==> src/rtl/vec_irq_pkg.sv <==
package vec_irq_pkg;

  localparam int NUM_SRC = 4;

  // Source index order is also the priority order (index 0 wins)
  typedef enum logic [1:0] {
    SRC_TRAP = 2'd0,
    SRC_R75  = 2'd1,
    SRC_R65  = 2'd2,
    SRC_R55  = 2'd3
  } irqSrcT;

  typedef struct packed {
    logic   take;
    irqSrcT src;
  } ctrlStrobeT;

  // Vector = level * 8 + 4, where the level is 4, 7, 6 or 5
  function automatic logic [5:0] srcVectorLow(irqSrcT s);
    logic [2:0] lvl;
    case (s)
      SRC_TRAP: lvl = 3'd4;
      SRC_R75:  lvl = 3'd7;
      SRC_R65:  lvl = 3'd6;
      default:  lvl = 3'd5;
    endcase
    return {lvl, 3'b100};
  endfunction

endpackage

==> src/rtl/vec_irq_ctrl.sv <==
module vec_irq_ctrl
  import vec_irq_pkg::*;
(
  input  logic               clk,
  input  logic               rstN,
  input  logic               instrEnd,
  input  logic               eiCmd,
  input  logic               diCmd,
  input  logic [NUM_SRC-1:0] reqRaw,
  input  logic [2:0]         maskBits,
  output logic               ieState,
  output ctrlStrobeT         strobe
);

  logic [NUM_SRC-1:0] eligible;
  irqSrcT             winner;

  // maskBits: [2]=r75, [1]=r65, [0]=r55
  always_comb begin
    eligible[SRC_TRAP] = reqRaw[SRC_TRAP];
    eligible[SRC_R75]  = reqRaw[SRC_R75] & ieState & ~maskBits[2];
    eligible[SRC_R65]  = reqRaw[SRC_R65] & ieState & ~maskBits[1];
    eligible[SRC_R55]  = reqRaw[SRC_R55] & ieState & ~maskBits[0];
  end

  always_comb begin
    winner = SRC_R55;
    for (int i = NUM_SRC - 1; i >= 0; i--) begin
      if (eligible[i]) winner = irqSrcT'(i[1:0]);
    end
  end

  always_comb begin
    strobe.take = instrEnd & (|eligible);
    strobe.src  = winner;
  end

  always_ff @(posedge clk) begin
    if (!rstN)            ieState <= 1'b0;
    else if (strobe.take) ieState <= 1'b0;
    else if (diCmd)       ieState <= 1'b0;
    else if (eiCmd)       ieState <= 1'b1;
  end

endmodule

==> src/rtl/vec_irq_dp.sv <==
module vec_irq_dp
  import vec_irq_pkg::*;
#(
  parameter int ADDR_W = 16
) (
  input  logic               clk,
  input  logic               rstN,
  input  logic               trapPin,
  input  logic               r75Pin,
  input  logic               r65Pin,
  input  logic               r55Pin,
  input  logic               maskWr,
  input  logic [4:0]         maskData,
  input  logic               serialIn,
  input  logic               ieState,
  input  ctrlStrobeT         strobe,
  output logic [NUM_SRC-1:0] reqRaw,
  output logic [2:0]         maskBits,
  output logic [7:0]         statusByte,
  output logic               takeIrq,
  output logic [ADDR_W-1:0]  vecAddr
);

  localparam int EDGE_N = 2;   // 0: trap, 1: r75
  localparam int PAD_W  = ADDR_W - 6;

  logic [EDGE_N-1:0] edgeIn, edgePrev, edgeRise;
  logic              trapLatch, r75Latch;
  logic              acceptTrap, acceptR75;

  assign edgeIn = {r75Pin, trapPin};

  for (genvar g = 0; g < EDGE_N; g++) begin : gEdge
    always_ff @(posedge clk) begin
      if (!rstN) edgePrev[g] <= 1'b0;
      else       edgePrev[g] <= edgeIn[g];
    end
    assign edgeRise[g] = edgeIn[g] & ~edgePrev[g];
  end

  assign acceptTrap = strobe.take && (strobe.src == SRC_TRAP);
  assign acceptR75  = strobe.take && (strobe.src == SRC_R75);

  always_ff @(posedge clk) begin
    if (!rstN)            trapLatch <= 1'b0;
    else if (!trapPin)    trapLatch <= 1'b0;
    else if (acceptTrap)  trapLatch <= 1'b0;
    else if (edgeRise[0]) trapLatch <= 1'b1;
  end

  always_ff @(posedge clk) begin
    if (!rstN)                       r75Latch <= 1'b0;
    else if (acceptR75)              r75Latch <= 1'b0;
    else if (maskWr && maskData[4])  r75Latch <= 1'b0;
    else if (edgeRise[1])            r75Latch <= 1'b1;
  end

  always_ff @(posedge clk) begin
    if (!rstN)                      maskBits <= 3'b111;
    else if (maskWr && maskData[3]) maskBits <= maskData[2:0];
  end

  always_comb begin
    reqRaw[SRC_TRAP] = trapPin & (trapLatch | edgeRise[0]);
    reqRaw[SRC_R75]  = r75Latch | edgeRise[1];
    reqRaw[SRC_R65]  = r65Pin;
    reqRaw[SRC_R55]  = r55Pin;
  end

  assign statusByte = {serialIn, r75Latch, r65Pin, r55Pin, ieState, maskBits};

  always_ff @(posedge clk) begin
    if (!rstN) begin
      takeIrq <= 1'b0;
      vecAddr <= '0;
    end else begin
      takeIrq <= strobe.take;
      if (strobe.take) vecAddr <= {{PAD_W{1'b0}}, srcVectorLow(strobe.src)};
    end
  end

endmodule

==> src/rtl/vec_irq_unit.sv <==
module vec_irq_unit
  import vec_irq_pkg::*;
#(
  parameter int ADDR_W = 16
) (
  input  logic              clk,
  input  logic              rstN,
  input  logic              instrEnd,
  input  logic              trapPin,
  input  logic              r75Pin,
  input  logic              r65Pin,
  input  logic              r55Pin,
  input  logic              eiCmd,
  input  logic              diCmd,
  input  logic              maskWr,
  input  logic [4:0]        maskData,
  input  logic              serialIn,
  output logic [7:0]        statusByte,
  output logic              takeIrq,
  output logic [ADDR_W-1:0] vecAddr
);

  ctrlStrobeT         strobe;
  logic               ieState;
  logic [NUM_SRC-1:0] reqRaw;
  logic [2:0]         maskBits;

  vec_irq_ctrl u_ctrl (
    .clk      (clk),
    .rstN     (rstN),
    .instrEnd (instrEnd),
    .eiCmd    (eiCmd),
    .diCmd    (diCmd),
    .reqRaw   (reqRaw),
    .maskBits (maskBits),
    .ieState  (ieState),
    .strobe   (strobe)
  );

  vec_irq_dp #(.ADDR_W(ADDR_W)) u_dp (
    .clk        (clk),
    .rstN       (rstN),
    .trapPin    (trapPin),
    .r75Pin     (r75Pin),
    .r65Pin     (r65Pin),
    .r55Pin     (r55Pin),
    .maskWr     (maskWr),
    .maskData   (maskData),
    .serialIn   (serialIn),
    .ieState    (ieState),
    .strobe     (strobe),
    .reqRaw     (reqRaw),
    .maskBits   (maskBits),
    .statusByte (statusByte),
    .takeIrq    (takeIrq),
    .vecAddr    (vecAddr)
  );

endmodule

==> config.mk <==
export PLATFORM = sky130hd
export DESIGN_NAME = vec_irq_unit
export DESIGN_NICKNAME = d
export VERILOG_FILES = /design/src/rtl/vec_irq_pkg.sv /design/src/rtl/vec_irq_ctrl.sv /design/src/rtl/vec_irq_dp.sv /design/src/rtl/vec_irq_unit.sv
export SDC_FILE = /design/constraint.sdc
export NUM_CORES = 1
export LEC_CHECK = 0
export BUFFER_PORTS_ARGS = -buffer_cell sky130_fd_sc_hd__buf_2
export CAP_MARGIN = 20
export CELL_PAD_IN_SITES_DETAIL_PLACEMENT = 1
export CELL_PAD_IN_SITES_GLOBAL_PLACEMENT = 1
export CORE_UTILIZATION = 28
export CTS_CLUSTER_SIZE = 12
export DETAILED_ROUTE_END_ITERATION = 7
export HOLD_SLACK_MARGIN = 0.06
export PLACE_DENSITY_LB_ADDON = 0.1
export SKIP_LAST_GASP = 1
export SYNTH_ARGS = -nofsm -noshare
export SYNTH_HDL_FRONTEND = slang
export SYNTH_SLANG_ARGS = --single-unit
==> constraint.sdc <==
create_clock -name clk -period 1.8 [get_ports clk]
set_clock_uncertainty 0.1 [all_clocks]
set_input_delay 0.09 -clock clk [delete_from_list [all_inputs] [get_ports clk]]
set_output_delay 0.09 -clock clk [all_outputs]
set_load 0.03 [all_outputs]
==> qor.csv <==
stage;metric;value;unit
clocking;post-cts gate resize count;0;
layout;post-synthesis to final-layout area growth;33.3;%
sta;minimum setup slack in the final design;0.229;ns
drt;drt via density;4.11;
power;Leak Pwr;0.438;nW
drt;count of unresolved DRC violations after routing;0;
synthesis;number of warning messages in the yosys log;0;
synthesis;fraction of post-synthesis cell area in the top cell type by area;0.357;
layout;antenna cell count;0;
grt;first-pass GRT wire length;2290;um
die;Die X;51.0;um
min_path;Cells on Worst Hold Path;0;
synthesis;synthesis-stage register bit count;12;
setup_path;Register-to-Register Path Depth;4;
synthesis;synthesized area per cell;8.74;um2
min_path;Hold Path Origin;serialIn;
job;max capacitance violation total;0;
synthesis;most repeated cell in the gate-level netlist after synthesis;sky130_fd_sc_hd__buf_4;
synthesis;count of flip-flops with a built-in enable after synthesis;0;
setup_path;Worst Setup End Kind;flip-flop;
setup_path;worst r2r dst;u_dp.vecAddr[3];
die;Die Area;2600;um2
power;overall power after layout;0.680;mW
place;count of buffers inserted at the top-level ports;26;
place;Place WS;0.403;ns
clocking;clock tree from TritonCTS;done;
synthesis;flip-flop cell with the highest count after synthesis;sky130_fd_sc_hd__dfxtp_1;
setup_path;Crit path arrival time;1.62;ns
drt;DRT Pass-1 Iters;3;
drt;via total after detailed routing;571;
place;placed cell areas;741;um2
grt;via count of the first global-routing pass;553;
grt;final global-route overflow total;0;
grt;met1 GRT Util;0.126;
setup_path;Setup Crit Path Kind;in2reg;
setup_path;required time of the critical path;1.85;ns
synthesis;distinct cell type count after synthesis;23;
layout;final design area excluding fillers;897;um2
grt;GR met2 Demand/Resource;0.215;
synthesis;combined area of all synthesized cells;673;um2
setup_path;Reg2Reg Launch Point;u_dp.maskBits[1];
clocking;buffers from clock root to sink, at most;2;
clocking;number of buffers added by the clock tree synthesis step;3;
synthesis;cell count after synthesis;77;
min_path;Tightest Hold Check Type;in2out;
die;initial core utilization;0.301;
sta;endpoints failing hold;0;
place;RD Place Congestion;0.642;
setup_path;cell seen most often among critical-path stages;sky130_fd_sc_hd__nand2_1;
sta;total negative slack;0;ns
setup_path;type of element launching the critical path;input pin;
clocking;CTS clock-pin slew for the worst setup and hold paths;0.08;ns
synthesis;top cells by area, synth;sky130_fd_sc_hd__dfxtp_1 36%, sky130_fd_sc_hd__buf_4 20%, sky130_fd_sc_hd__nand2_1 7.2%;
setup_path;critical path's largest stage delay;0.53;ns
sta;final setup fails;0;
sta;Tcrit/Tclk final;0.873;
die;number of rows in the core area;17;
setup_path;minimum setup slack among reg-to-reg paths;0.41;ns
layout;final core occ;0.402;
clocking;CTS sink cnt;12;
sta;pins over their slew limit;0;
power;Max rail drop VDD;0.387;mV
sta;time the worst path needs with I/O delays and setup;1.57;ns
die;placeable core region;2230;um2
synthesis;async set-or-reset flop fraction in the synthesized netlist;0;
place;placed insts;123;
synthesis;commonest cells in the synthesized netlist;18 x sky130_fd_sc_hd__buf_4, 13 x sky130_fd_sc_hd__nand2_1, 12 x sky130_fd_sc_hd__dfxtp_1, 6 x sky130_fd_sc_hd__nand3_1, 4 x sky130_fd_sc_hd__a21oi_1;
setup_path;Max stage delay cell, worst path;sky130_fd_sc_hd__dlygate4sd3_1;
die;I/O pin count;41;
power;power per cell area;758;nW/um2
layout;number of nets in the layout;130;
die;vertical extent of the die;51.0;um
grt;number of antenna violations at the first check in global routing;0;
setup_path;CP cell instances;dlygate4sd3_1 > buf_2 > nor2b_4 > o21ba_2 > nand2_1 > nand2_1 > ha_1 > nand2_1 > mux2i_1;
synthesis;library cell occupying the most area in the post-synthesis netlist;sky130_fd_sc_hd__dfxtp_1;
drt;post-route antenna net violation count;0;
layout;non-filler cells, final;139;
sta;Achievable Freq;636;MHz
setup_path;Max FO, Critical Path;3;
place;DP HPWL;973;um
grt;pin count of the biggest net entering global routing;14;
sta;RSZ-0062 raised after global routing;false;
sta;worst hold margin;0.0802;ns
status;status;finished clean;
grt;layer with the highest usage after global routing;met2;
clocking;total number of H-tree levels;1;
grt;met3 usage;0.0565;
drt;total length of routed wires;1370;um
layout;share of cells above drive strength 1;0.324;
clocking;clk root buf;sky130_fd_sc_hd__clkbuf_4;
min_path;Endpoint, Worst Hold;statusByte[7];
drt;Routed WL per cell;9.84;um
clocking;clock network latency to the later pin of the worst-skew pair;0.27;ns
synthesis;fraction of the yosys area taken by sequential cells;0.357;
grt;overall routing resource usage;0.120;
drt;initial detailed-routing violation count;5;
-- cell type report --
| cell class | count | area, um2 |
|---|---|---|
| clock buffer | 4 | 36.3 |
| timing repair buffer | 38 | 250 |
| fill | 283 | 1340 |
| tap | 28 | 35.0 |
| multi-input combinational | 54 | 324 |
| sequential | 12 | 240 |
| inverter | 3 | 11.3 |
-- cells by family (layout without fill, tap and decap cells) --
family / after synthesis / count (layout) / share of synthesized area
AO/OA/AOI/OAI: 11 / 11 / 0.141
adder cells (fa/ha/maj): 2 / 2 / 0.0372
flip-flops: 12 / 12 / 0.357
multiplexers: 2 / 2 / 0.0297
other: 1 / 12 / 0.00557
AND/OR/NAND/NOR: 27 / 27 / 0.206
buffers and inverters: 22 / 45 / 0.223
-- worst max-delay path by stage --
| stage | from | slack, ns | endpoint |
|---|---|---|---|
| 2_1_floorplan | u_dp.maskBits[2] | 0.33 | u_dp.vecAddr[4] |
| 3_3_place_gp | u_dp.edgePrev[1] | 0.42 | u_dp.vecAddr[4] |
| 3_5_place_dp | u_dp.edgePrev[1] | 0.40 | u_dp.vecAddr[4] |
| 4_1_cts | r75Pin | 0.23 | u_dp.vecAddr[4] |
| 5_1_grt | r75Pin | 0.15 | u_dp.vecAddr[4] |
| 6_report | r75Pin | 0.23 | u_dp.vecAddr[4] |
-- placed cells by master (no fill, tap or decap), types with 3 or more instances in the layout --
master	n
sky130_fd_sc_hd__dlygate4sd3_1	12
sky130_fd_sc_hd__and2_1	3
sky130_fd_sc_hd__a21oi_1	4
sky130_fd_sc_hd__clkbuf_4	3
sky130_fd_sc_hd__nand3_1	6
sky130_fd_sc_hd__nand2_1	13
sky130_fd_sc_hd__dfxtp_1	12
sky130_fd_sc_hd__buf_2	26
sky130_fd_sc_hd__conb_1	12
-- state kept, by name, indices dropped and copies added (netlist names) --
signal	count
u_dp.maskBits	3
u_ctrl.ieState	1
u_dp.takeIrq	1
u_dp.edgePrev	2
u_dp.r75Latch	1
u_dp.trapLatch	1
u_dp.vecAddr	3
-- layer usage --
layer	wire, um	vias up
met5	0	-
met4	0	0
met3	77	0
met2	736	23
met1	554	258
li1	-	290
-- worst max-delay path, delay by kind of cell --
kind,cells,cell delay [ns]
buf+inv,2,0.65
simple gates,4,0.31
compound gates,1,0.21
mux,1,0.06
fa+ha+maj,1,0.30
-- repair_timing --
item / in CTS / in global routing
buffers inserted: 0 / 0
hold buffers: 12 / 0
hold endpoints to repair: 8 / 0
-- report_power, final --
part | switching, mW | internal (mW)
Sequential | 0.0105 | 0.282
Clock | 0.0893 | 0.123
Combinational | 0.113 | 0.0631
Total | 0.213 | 0.467
Power figures use the tool's default switching activity.
